## src/rtl/i2c_tgt_pkg.sv

```systemverilog
`timescale 1ns/1ps
// Shared types and field positions for the I2C target receive engine.
// Assumes an 8-bit register bus with four word addresses.
package i2c_tgt_pkg;
    localparam int REG_AW = 2;

    typedef enum logic [REG_AW-1:0] {
        REG_CTRL = 2'd0,
        REG_STAT = 2'd1,
        REG_DATA = 2'd2,
        REG_OWN  = 2'd3
    } reg_sel_e;

    // control bits
    localparam int CTRL_EN      = 0;
    localparam int CTRL_IE_RX   = 1;
    localparam int CTRL_IE_STOP = 2;
    localparam int CTRL_TB      = 3;

    // status bits
    localparam int SB_RXF  = 0;
    localparam int SB_STOP = 1;
    localparam int SB_BUSY = 2;
    localparam int SB_NAK  = 3;
    localparam int SB_RNW  = 4;

    typedef enum logic [2:0] {
        EN_IDLE,
        EN_ADDR,
        EN_ADDR_ACK,
        EN_DATA,
        EN_DATA_ACK,
        EN_SKIP
    } eng_state_e;

    typedef struct packed {
        logic rise;
        logic fall;
        logic start;
        logic stop;
        logic sda;
    } line_ev_t;
endpackage

```

## src/rtl/i2c_tgt_sync.sv

```systemverilog
`timescale 1ns/1ps
// Line synchronizer and event detector.
// Passes SCL/SDA through STAGES flops, then reports clock edges and
// START/STOP (SDA edge while SCL stays high). Assumes idle-high lines.
module i2c_tgt_sync
    import i2c_tgt_pkg::*;
#(
    parameter int STAGES = 2
) (
    input  logic     clk,
    input  logic     rst_n,
    input  logic     scl_in,
    input  logic     sda_in,
    output line_ev_t ev
);
    logic [STAGES-1:0] scl_sh;
    logic [STAGES-1:0] sda_sh;
    logic              scl_q;
    logic              sda_q;
    logic              scl_s;
    logic              sda_s;

    assign scl_s = scl_sh[STAGES-1];
    assign sda_s = sda_sh[STAGES-1];

    // shift the raw lines into the clock domain and keep one old copy
    always_ff @(posedge clk) begin
        if (!rst_n) begin
            scl_sh <= '1;
            sda_sh <= '1;
            scl_q  <= 1'b1;
            sda_q  <= 1'b1;
        end else begin
            scl_sh <= {scl_sh[STAGES-2:0], scl_in};
            sda_sh <= {sda_sh[STAGES-2:0], sda_in};
            scl_q  <= scl_s;
            sda_q  <= sda_s;
        end
    end

    // decode edges from the synchronized copy and its delayed twin
    always_comb begin
        ev.rise  = scl_s & ~scl_q;
        ev.fall  = ~scl_s & scl_q;
        ev.start = scl_s & scl_q & sda_q & ~sda_s;
        ev.stop  = scl_s & scl_q & ~sda_q & sda_s;
        ev.sda   = sda_s;
    end
endmodule

```

## src/rtl/i2c_tgt_engine.sv

```systemverilog
`timescale 1ns/1ps
// Bit-level receive engine.
// Shifts bits on SCL rise, decides at the falling edge that closes the
// eighth bit, and drives the acknowledge through the ninth pulse.
// Assumes events from i2c_tgt_sync; SCL hold is applied outside.
module i2c_tgt_engine
    import i2c_tgt_pkg::*;
#(
    parameter int DW = 8
) (
    input  logic          clk,
    input  logic          rst_n,
    input  line_ev_t      ev,
    input  logic          enable,
    input  logic [DW-1:1] own_addr,
    output logic          sda_drive,
    output logic          busy,
    output logic          cap,
    output logic [DW-1:0] cap_data,
    output logic          stop_hit,
    output logic          ack_upd,
    output logic          ack_nak,
    output logic          addr_upd,
    output logic          addr_rnw
);
    localparam int CW = $clog2(DW + 1);

    eng_state_e    state;
    logic [CW-1:0] cnt;
    logic [DW-1:0] shreg;

    assign cap_data = shreg;

    // byte framing, address decision and acknowledge timing
    always_ff @(posedge clk) begin
        if (!rst_n) begin
            state     <= EN_IDLE;
            cnt       <= '0;
            shreg     <= '0;
            sda_drive <= 1'b0;
            busy      <= 1'b0;
            cap       <= 1'b0;
            stop_hit  <= 1'b0;
            ack_upd   <= 1'b0;
            ack_nak   <= 1'b0;
            addr_upd  <= 1'b0;
            addr_rnw  <= 1'b0;
        end else begin
            cap      <= 1'b0;
            stop_hit <= 1'b0;
            ack_upd  <= 1'b0;
            addr_upd <= 1'b0;
            if (!enable) begin
                state     <= EN_IDLE;
                sda_drive <= 1'b0;
                busy      <= 1'b0;
            end else if (ev.stop) begin
                stop_hit  <= busy;
                busy      <= 1'b0;
                sda_drive <= 1'b0;
                state     <= EN_IDLE;
            end else if (ev.start) begin
                state     <= EN_ADDR;
                cnt       <= '0;
                sda_drive <= 1'b0;
            end else begin
                case (state)
                    EN_ADDR, EN_DATA: begin
                        if (ev.rise) begin
                            shreg <= {shreg[DW-2:0], ev.sda};
                            cnt   <= cnt + CW'(1);
                        end else if (ev.fall && cnt == CW'(DW)) begin
                            cnt <= '0;
                            if (state == EN_DATA) begin
                                cap       <= 1'b1;
                                ack_upd   <= 1'b1;
                                ack_nak   <= 1'b0;
                                sda_drive <= 1'b1;
                                state     <= EN_DATA_ACK;
                            end else if (shreg[DW-1:1] == own_addr) begin
                                addr_upd <= 1'b1;
                                addr_rnw <= shreg[0];
                                ack_upd  <= 1'b1;
                                ack_nak  <= shreg[0];
                                if (!shreg[0]) begin
                                    sda_drive <= 1'b1;
                                    busy      <= 1'b1;
                                    state     <= EN_ADDR_ACK;
                                end else begin
                                    busy  <= 1'b0;
                                    state <= EN_SKIP;
                                end
                            end else begin
                                busy  <= 1'b0;
                                state <= EN_SKIP;
                            end
                        end
                    end
                    EN_ADDR_ACK, EN_DATA_ACK: begin
                        if (ev.fall) begin
                            sda_drive <= 1'b0;
                            state     <= EN_DATA;
                        end
                    end
                    default: ;
                endcase
            end
        end
    end


    ack_busy_chk: assert property (@(posedge clk) disable iff (!rst_n)
        sda_drive |-> busy);


    start_drop_chk: assert property (@(posedge clk) disable iff (!rst_n)
        (enable && ev.start && !ev.stop) |=> !sda_drive);
endmodule

```

## src/rtl/i2c_tgt_regs.sv

```systemverilog
`timescale 1ns/1ps
// Register file, status flags, interrupt and byte hand-off control.
// Assumes single-cycle strobes; read data is combinational on reg_addr.
module i2c_tgt_regs
    import i2c_tgt_pkg::*;
#(
    parameter int DW = 8
) (
    input  logic              clk,
    input  logic              rst_n,
    input  logic [REG_AW-1:0] reg_addr,
    input  logic              reg_wr,
    input  logic              reg_rd,
    input  logic [DW-1:0]     reg_wdata,
    output logic [DW-1:0]     reg_rdata,
    input  logic              cap,
    input  logic [DW-1:0]     cap_data,
    input  logic              stop_hit,
    input  logic              ack_upd,
    input  logic              ack_nak,
    input  logic              addr_upd,
    input  logic              addr_rnw,
    input  logic              busy,
    output logic              ctrl_en,
    output logic [DW-1:1]     own_addr,
    output logic              irq,
    output logic              hold
);
    logic          ie_rx, ie_stop;
    logic          rxfull, stopf, nak, rnw;
    logic          tb_pend, rd_done;
    logic [DW-1:0] rxbuf;
    logic          ctrl_wr, stat_wr, own_wr, data_rd;

    assign ctrl_wr = reg_wr && reg_addr == REG_CTRL;
    assign stat_wr = reg_wr && reg_addr == REG_STAT;
    assign own_wr  = reg_wr && reg_addr == REG_OWN;
    assign data_rd = reg_rd && reg_addr == REG_DATA;

    // software-written configuration
    always_ff @(posedge clk) begin
        if (!rst_n) begin
            ctrl_en  <= 1'b0;
            ie_rx    <= 1'b0;
            ie_stop  <= 1'b0;
            own_addr <= '0;
        end else begin
            if (ctrl_wr) begin
                ctrl_en <= reg_wdata[CTRL_EN];
                ie_rx   <= reg_wdata[CTRL_IE_RX];
                ie_stop <= reg_wdata[CTRL_IE_STOP];
            end
            if (own_wr) own_addr <= reg_wdata[DW-1:1];
        end
    end

    // status flags: set by the engine, cleared by writing one
    always_ff @(posedge clk) begin
        if (!rst_n) begin
            rxfull <= 1'b0;
            stopf  <= 1'b0;
            nak    <= 1'b0;
            rnw    <= 1'b0;
            rxbuf  <= '0;
        end else begin
            if (cap) rxfull <= 1'b1;
            else if (stat_wr && reg_wdata[SB_RXF]) rxfull <= 1'b0;
            if (stop_hit) stopf <= 1'b1;
            else if (stat_wr && reg_wdata[SB_STOP]) stopf <= 1'b0;
            if (ack_upd) nak <= ack_nak;
            if (addr_upd) rnw <= addr_rnw;
            if (cap) rxbuf <= cap_data;
        end
    end

    // clock hold from byte capture until both read and hand-off are seen
    always_ff @(posedge clk) begin
        if (!rst_n || !ctrl_en) begin
            hold    <= 1'b0;
            tb_pend <= 1'b0;
            rd_done <= 1'b0;
        end else if (cap) begin
            hold    <= 1'b1;
            tb_pend <= 1'b0;
            rd_done <= 1'b0;
        end else if (hold) begin
            if (tb_pend && rd_done) begin
                hold    <= 1'b0;
                tb_pend <= 1'b0;
                rd_done <= 1'b0;
            end else begin
                if (ctrl_wr && reg_wdata[CTRL_TB]) tb_pend <= 1'b1;
                if (data_rd) rd_done <= 1'b1;
            end
        end
    end

    // read multiplexer
    always_comb begin
        reg_rdata = '0;
        case (reg_addr)
            REG_CTRL: begin
                reg_rdata[CTRL_EN]      = ctrl_en;
                reg_rdata[CTRL_IE_RX]   = ie_rx;
                reg_rdata[CTRL_IE_STOP] = ie_stop;
            end
            REG_STAT: begin
                reg_rdata[SB_RXF]  = rxfull;
                reg_rdata[SB_STOP] = stopf;
                reg_rdata[SB_BUSY] = busy;
                reg_rdata[SB_NAK]  = nak;
                reg_rdata[SB_RNW]  = rnw;
            end
            REG_DATA: reg_rdata = rxbuf;
            default:  reg_rdata = {own_addr, 1'b0};
        endcase
    end

    // interrupt combine
    assign irq = (rxfull & ie_rx) | (stopf & ie_stop);


    rxfull_set_chk: assert property (@(posedge clk) disable iff (!rst_n)
        cap |=> rxfull);


    w1c_zero_chk: assert property (@(posedge clk) disable iff (!rst_n)
        (stat_wr && !reg_wdata[SB_RXF] && rxfull) |=> rxfull);


    release_chk: assert property (@(posedge clk) disable iff (!rst_n)
        $fell(hold) |-> ($past(tb_pend && rd_done) || !$past(ctrl_en)));


    stop_flag_chk: assert property (@(posedge clk) disable iff (!rst_n)
        $rose(stopf) |-> $past(busy, 2));
endmodule

```

## src/rtl/i2c_target_rx.sv

```systemverilog
`timescale 1ns/1ps
// I2C target receive engine top.
// Joins synchronizer, bit engine and register file; drives both lines
// open-drain (value 0, enable = pull low). Assumes external pull-ups.
module i2c_target_rx
    import i2c_tgt_pkg::*;
#(
    parameter int DW     = 8,
    parameter int STAGES = 2
) (
    input  logic              clk,
    input  logic              rst_n,
    input  logic [REG_AW-1:0] reg_addr,
    input  logic              reg_wr,
    input  logic              reg_rd,
    input  logic [DW-1:0]     reg_wdata,
    output logic [DW-1:0]     reg_rdata,
    output logic              irq,
    input  logic              scl_i,
    output logic              scl_o,
    output logic              scl_oe,
    input  logic              sda_i,
    output logic              sda_o,
    output logic              sda_oe
);
    line_ev_t      ev;
    logic          enable, sda_drive, busy, cap, stop_hit;
    logic          ack_upd, ack_nak, addr_upd, addr_rnw, hold;
    logic [DW-1:0] cap_data;
    logic [DW-1:1] own_addr;

    i2c_tgt_sync #(.STAGES(STAGES)) u_sync (
        .clk(clk), .rst_n(rst_n), .scl_in(scl_i), .sda_in(sda_i), .ev(ev)
    );

    i2c_tgt_engine #(.DW(DW)) u_eng (
        .clk(clk), .rst_n(rst_n), .ev(ev), .enable(enable),
        .own_addr(own_addr), .sda_drive(sda_drive), .busy(busy),
        .cap(cap), .cap_data(cap_data), .stop_hit(stop_hit),
        .ack_upd(ack_upd), .ack_nak(ack_nak),
        .addr_upd(addr_upd), .addr_rnw(addr_rnw)
    );

    i2c_tgt_regs #(.DW(DW)) u_regs (
        .clk(clk), .rst_n(rst_n), .reg_addr(reg_addr), .reg_wr(reg_wr),
        .reg_rd(reg_rd), .reg_wdata(reg_wdata), .reg_rdata(reg_rdata),
        .cap(cap), .cap_data(cap_data), .stop_hit(stop_hit),
        .ack_upd(ack_upd), .ack_nak(ack_nak),
        .addr_upd(addr_upd), .addr_rnw(addr_rnw), .busy(busy),
        .ctrl_en(enable), .own_addr(own_addr), .irq(irq), .hold(hold)
    );

    assign scl_o  = 1'b0;
    assign sda_o  = 1'b0;
    assign scl_oe = hold;
    assign sda_oe = sda_drive;


    hold_ack_chk: assert property (@(posedge clk) disable iff (!rst_n)
        scl_oe |-> sda_oe);
endmodule

```

## config.mk

```make
export PLATFORM = sky130hd
export DESIGN_NAME = i2c_target_rx
export DESIGN_NICKNAME = d
export VERILOG_FILES = /design/src/rtl/i2c_tgt_pkg.sv /design/src/rtl/i2c_tgt_sync.sv /design/src/rtl/i2c_tgt_engine.sv /design/src/rtl/i2c_tgt_regs.sv /design/src/rtl/i2c_target_rx.sv
export SDC_FILE = /design/constraint.sdc
export NUM_CORES = 1
export LEC_CHECK = 0
export BUFFER_PORTS_ARGS = -buffer_cell sky130_fd_sc_hd__buf_4
export CORE_MARGIN = 8
export CORE_UTILIZATION = 60
export CTS_BUF_LIST = sky130_fd_sc_hd__clkbuf_2
export DETAILED_ROUTE_END_ITERATION = 10
export GPL_ROUTABILITY_DRIVEN = 0
export PLACE_DENSITY = 0.86
export SYNTH_ARGS = -nofsm -noshare
export SYNTH_HDL_FRONTEND = slang
export SYNTH_SLANG_ARGS = --single-unit
```

## constraint.sdc

```tcl
create_clock -name clk -period 2 [get_ports clk]
set_input_delay 0.2 -clock clk [delete_from_list [all_inputs] [get_ports clk]]
set_output_delay 0.2 -clock clk [all_outputs]
set_load 0.02 [all_outputs]
```

==> results.cfg, run 1 <==
[run_status]
status = complete, no violations

[route]
dr.pass1.iters = 4
final_antenna_net_count = 0
drcViolationCount = 0
postRouteWirelength_microns = 5350
avgViaCountPerCell = 5.66
initialDrtViolationCount = 120
wl_per_cell_microns = 15.6
vias = 1943

[timing]
rsz0062_at_grt = false
maxSlewHeadroom_pct = 60.1
slew_viol_final = 0
max_freq_mhz = 578
finalHoldViolCount = 0
finalCriticalPeriod_ns = 1.73
fin_ws_ns = 0.271
finClkSkew_ns = 0.0241
finalCritPeriodShare_pct = 86.5
worst_slew_pin_slew_ns = 0.598
tns_ns = 0
setup_violations = 0

[power]
vdd_drop_max_uv = 428
power-per-cell-area_nw_per_um2 = 622
power.leakage_nw = 1.14

[job]
drv_cap = 0

[final_layout]
final_cells = 343
fin_util_pct = 72.0
nets = 310
nFillCells = 318
syn_to_final_growth_pct = 15.4
stdcell_area_sq_um = 2900
drive_gt1_share_pct = 17.7
regArea_sq_um = 1080
diodes = 0
multi_input_area_sq_um = 1350

[critical_path]
path_max_fanout = 3
critPathRequiredTime_ns = 1.80
slowest_delay_ns = 0.49
path_class = flop to primary output
crit_path_cell_trace = mux4_2 > buf_4
worstPathArrival_ns = 1.53
cp-start-kind = flop
end_kind = primary output
crit_family = multiplexers
critPathSlowestCell = mux4_2
crit_buf_inv = 1

[global_route]
antenna_found_initial = 0
grt_pass1_vias = 1918
track_usage_pct = 17.3
grt_pass1_wl_microns = 8890
grt_max_degree = 25
gr-total-overflow = 0

[clocking]
clock-root-buffer = clkbuf_2
cts_tree = built
postCtsSetupBuffers = 0
insertion_delay_ns = 0.46
numCtsBuffers = 5
clock_path_buffers = 2
clkSinkCount = 54
path_clk_slew_ns = 0.25
htree_levels = 2

[logic_synthesis]
yosys_warnings = 0
synth-edff-count = 0
synth-main-ff-cell = dfxtp_1
ys_ff_latch = 54
ys_types = 52
synth.area.top_cells = dfxtp_1 (43%), mux2i_1 (10%), nor2b_1 (7.0%), nand2_1 (3.4%), xor2_1 (2.8%)
ys_async_sr_fraction_pct = 0
netlist_area_sq_um = 2510
postSynthAreaPerCell_sq_um = 9.75
ys_seq_area_share_pct = 43.0
yosysTopAreaCell = dfxtp_1
synth_top_area_share_pct = 43.0
postSynthCellCount = 258

[place]
pre_cts_slack_ns = 0.449
io_buffers = 26
dpl_cell_area_sq_um = 2740
place_inst = 325
dpl.hpwl_microns = 3860

[floorplan]
pin_count = 29
core_sq_um = 4030
die_w_microns = 80.7
die-area_sq_um = 6520
row_count = 23
die_h_microns = 80.7
start_util_pct = 62.4

[min_path]
hp-class = primary input to flop
==> tightest hold or removal path, delay by kind of cell <==
kind / cells / cell delay, ns
buffers and inverters: 1 / 0.09
muxes: 1 / 0.07
and+or+nand+nor: 1 / 0.12
==> cells in the mapped netlist (3+ instances only) <==
cell type,instances
dfxtp_1,54
nor2b_1,28
mux2i_1,26
nand2_1,23
o21ai_0,13
nand2b_1,10
a21boi_0,8
xor2_1,8
nor2_1,7
a21oi_1,6
clkbuf_1,6
inv_1,6
a31oi_1,4
buf_2,4
nand3_1,4
a22o_1,3
nand4b_1,3
==> per-layer routing <==
metal	track usage (%)	routed length, microns	up-vias	part of all wire [%]
li1	-	-	969	-
met1	20.2	2390	919	45
met2	29.4	2570	44	48
met3	3.64	288	11	5.4
met4	8.57	104	0	1.9
met5	0	0	-	0
==> timing repair <==
action                    CTS  global route
resized for setup           0             0
hold endpoints to repair   12             0
hold buffers               10             0
==> cell type report <==
class / instances / area share [%]
multi-input cells: 186 / 46.6
flip-flops and latches: 54 / 37.2
repair buffers: 39 / 10.9
well taps: 50 / 2.16
clock buffers: 7 / 1.21
clock inverters: 1 / 1.03
inverters: 6 / 0.776
==> sequential cells by signal, indices dropped and copies added (netlist names), 2 cells and up <==
name / count
u_eng.cap_data: 8
u_sync.sda_sh: 2
u_eng.cnt: 4
u_regs.rxbuf: 8
u_eng.state: 3
u_regs.own_addr: 7
u_sync.scl_sh: 2
==> metrics by stage <==
step,total power [W],hold WS (ns)
finish,0.00181,0.0447
global route,0.00187,0.0349
CTS,0.00182,0.0261
detailed placement,0.00127,0.388
global placement,0.00126,0.384
floorplan,0.00122,0.301
==> layout by cell type (no fill, tap or decap), types with 3 or more instances in the layout <==
cell type and n:
clkbuf_2 7, buf_4 29, nand3_1 4, xor2_1 8, nand4b_1 3, a22o_1 3
a21oi_1 6, nor2b_1 28, nand2b_1 10, nand2_1 23, dlygate4sd3_1 10, a31oi_1 4
inv_1 6, nor2_1 7, mux2i_1 26, dfxtp_1 54, o21ai_0 13, a21boi_0 8
==> final timing paths <==
check	from	endpoint	slack (ns)	cells after the start
hold reg to reg	u_sync.scl_sh[0]	u_sync.scl_sh[1]	0.44	1
setup reg to reg	u_sync.scl_q	u_eng.cnt[3]	0.42	5
setup / recovery	u_regs.own_addr[2]	reg_rdata[2]	0.27	2
hold / removal	reg_wdata[0]	u_regs.ctrl_en	0.04	3
==> cell families (layout without fill, tap and decap cells) <==
logic type / after synthesis / after routing / synth area share [%]
other: 1 / 2 / 0.149
buffers and inverters: 19 / 53 / 3.33
flip-flops: 54 / 54 / 43.0
AND/OR/NAND/NOR: 94 / 94 / 22.5
multiplexers: 30 / 30 / 13.0
XOR/XNOR: 9 / 9 / 3.13
AO/OA/AOI/OAI: 49 / 49 / 13.8
adder cells (fa/ha/maj): 2 / 2 / 0.995
==> where the power goes <==
group	total [W]	switching, W	internal, W
registers	0.00110	0.0000116	0.00109
clock network	0.000545	0.000323	0.000222
logic	0.000159	0.0000776	0.0000812
total	0.00181	0.000412	0.00139
No activity file was read; power rests on OpenSTA's default activity.
==> run 2, diff against run 1 <==
- PLACE_DENSITY: 0.86 -> 0.85
- SYNTH_HIERARCHICAL: default -> 1
==> results.cfg, run 2 <==
[run_status]
status = complete, no violations

[critical_path]
slowest_delay_ns = 0.43
critPathCapture = u_eng/cap_data[3]
path_max_fanout = 11
r2r_start = u_sync/scl_sh[1]
crit_path_cell_trace = nor2b_1 > inv_1 > nor4_4 > buf_4 > mux2i_1 > nor2b_1
end_kind = flop
startpoint = u_sync/scl_sh[1]
path_depth = 6
critPathRequiredTime_ns = 2.35
r2r_cells = 6
critPathSlowestCell = dfxtp_1
crit_family = simple AND/OR/NAND/NOR gates
reg2reg_slack_ns = 0.14
cp_common_cell = nor2b_1
crit_buf_inv = 2
timing.rr.end = u_eng/cap_data[3]
worstPathArrival_ns = 2.21
cp-start-kind = flop
path_class = flop to flop

[clocking]
cts_tree = built
clock_path_buffers = 2
postCtsSetupBuffers = 0
insertion_delay_ns = 0.43
htree_levels = 2
clock-root-buffer = clkbuf_2
clkSinkCount = 54
path_clk_slew_ns = 0.27
numCtsBuffers = 5

[route]
postRouteWirelength_microns = 5470
dr.pass1.iters = 4
initialDrtViolationCount = 155
drcViolationCount = 0
wl_per_cell_microns = 16.2
final_antenna_net_count = 0
vias = 1952
avgViaCountPerCell = 5.79

[global_route]
grt_pass1_wl_microns = 9110
gr-total-overflow = 0
antenna_found_initial = 0
grt_max_degree = 29
grt_pass1_vias = 1940
track_usage_pct = 17.3

[floorplan]
die_w_microns = 81.8
die-area_sq_um = 6680
core_sq_um = 4260
row_count = 24
die_h_microns = 81.8
start_util_pct = 60.8
pin_count = 29

[final_layout]
regArea_sq_um = 1080
drive_gt1_share_pct = 18.2
nets = 302
diodes = 0
nFillCells = 345
multi_input_area_sq_um = 1420
syn_to_final_growth_pct = 14.2
final_cell_mix = dfxtp_1 (54), nor2b_1 (34), mux2i_1 (33)
final_common_cell = dfxtp_1
stdcell_area_sq_um = 2960

[timing]
tns_ns = 0
finalCriticalPeriod_ns = 1.86
worst_slew_pin_slew_ns = 0.669
finalHoldViolCount = 0
finClkSkew_ns = 0.0209
max_freq_mhz = 537
finalCritPeriodShare_pct = 93.2
slew_viol_final = 0
hold_ws_ns = 0.0359
setup_violations = 0
maxSlewHeadroom_pct = 55.3
rsz0062_at_grt = false

[logic_synthesis]
yosysTopAreaCell = dfxtp_1
postSynthCellCount = 250
ys_top_cells_by_count = dfxtp_1 (54), nor2b_1 (34), mux2i_1 (33)
ys_seq_area_share_pct = 41.7
synth-main-ff-cell = dfxtp_1
yosys_warnings = 6
synth_top_area_share_pct = 41.7
postSynthAreaPerCell_sq_um = 10.4
netlist_area_sq_um = 2590
ys_async_sr_fraction_pct = 0
yosysMostFrequentCell = dfxtp_1
synth.area.top_cells = dfxtp_1 (42%), mux2i_1 (13%), nor2b_1 (8.2%), xnor2_1 (2.4%), nand2b_1 (1.9%)
ys_ff_latch = 54
ys_types = 58
synth-edff-count = 0

[power]
power.leakage_nw = 1.10
vdd_drop_max_uv = 322
power-per-cell-area_nw_per_um2 = 609

[place]
dpl.hpwl_microns = 3880
dpl_cell_area_sq_um = 2800
io_buffers = 26

[job]
drv_cap = 0

[min_path]
hp-class = primary input to flop
==> run 2: power by group <==
group	leakage (nW)	switching (W)	internal [W]
logic	0.616	0.0000834	0.0000796
clock network	0.0427	0.000334	0.000207
registers	0.437	0.00000938	0.00109
total	1.10	0.000427	0.00138
==> run 2: timing repair <==
action,in CTS,in global routing
setup endpoints to repair,0,1
hold endpoints to repair,9,0
gates resized for setup,0,1
hold buffers,9,0
==> run 2: area by class of cell <==
class | instances | share of cell area (%)
clock inverter | 3 | 1.35
multi-input combinational | 178 | 47.8
clock buffer | 5 | 0.845
tap | 52 | 2.20
timing repair buffer | 38 | 10.4
sequential | 54 | 36.5
inverter | 7 | 0.887
==> run 2: stage by stage <==
step	std cells	util [%]	setup WS, ns	power (W)
finish	337	69.5	0.136	0.00181
global route	337	69.5	0.0179	0.00187
CTS	337	69.4	0.169	0.00182
detailed placement	320	65.7	0.205	0.00127
global placement	320	65.7	0.230	0.00126
floorplan	251	-	0.373	0.00122
==> run 2: how the worst min path moves through the flow <==
stage | cells past startpoint | endpoint | from | slack, ns
floorplan | 1 | u_sync/scl_sh[0] | rst_n | 0.27
global placement | 2 | u_sync/sda_sh[0] | sda_i | 0.38
detailed placement | 2 | u_sync/sda_sh[0] | sda_i | 0.39
CTS | 3 | u_regs/own_addr[2] | reg_wdata[2] | 0.0006
global route | 3 | u_regs/own_addr[2] | reg_wdata[2] | 0.02
finish | 2 | u_sync/scl_sh[1] | rst_n | 0.04
==> run 2: kinds of logic after synthesis <==
group	Yosys count	share of synthesized area, %
buffers and inverters	19	4.00
AOI/OAI and AO/OA	34	9.70
other	1	0.145
adders and majority gates	2	0.965
DFF	54	41.7
and+or+nand+nor	95	25.0
muxes	37	15.8
xor gates and xnor gates	8	2.70
==> run 2: metal layers <==
| layer | up-vias | routed length (microns) | track usage [%] |
|---|---|---|---|
| li1 | 969 | - | - |
| met1 | 938 | 2490 | 21.3 |
| met2 | 41 | 2690 | 29.1 |
| met3 | 4 | 251 | 4.27 |
| met4 | 0 | 40 | 4.74 |
| met5 | - | 0 | 0 |
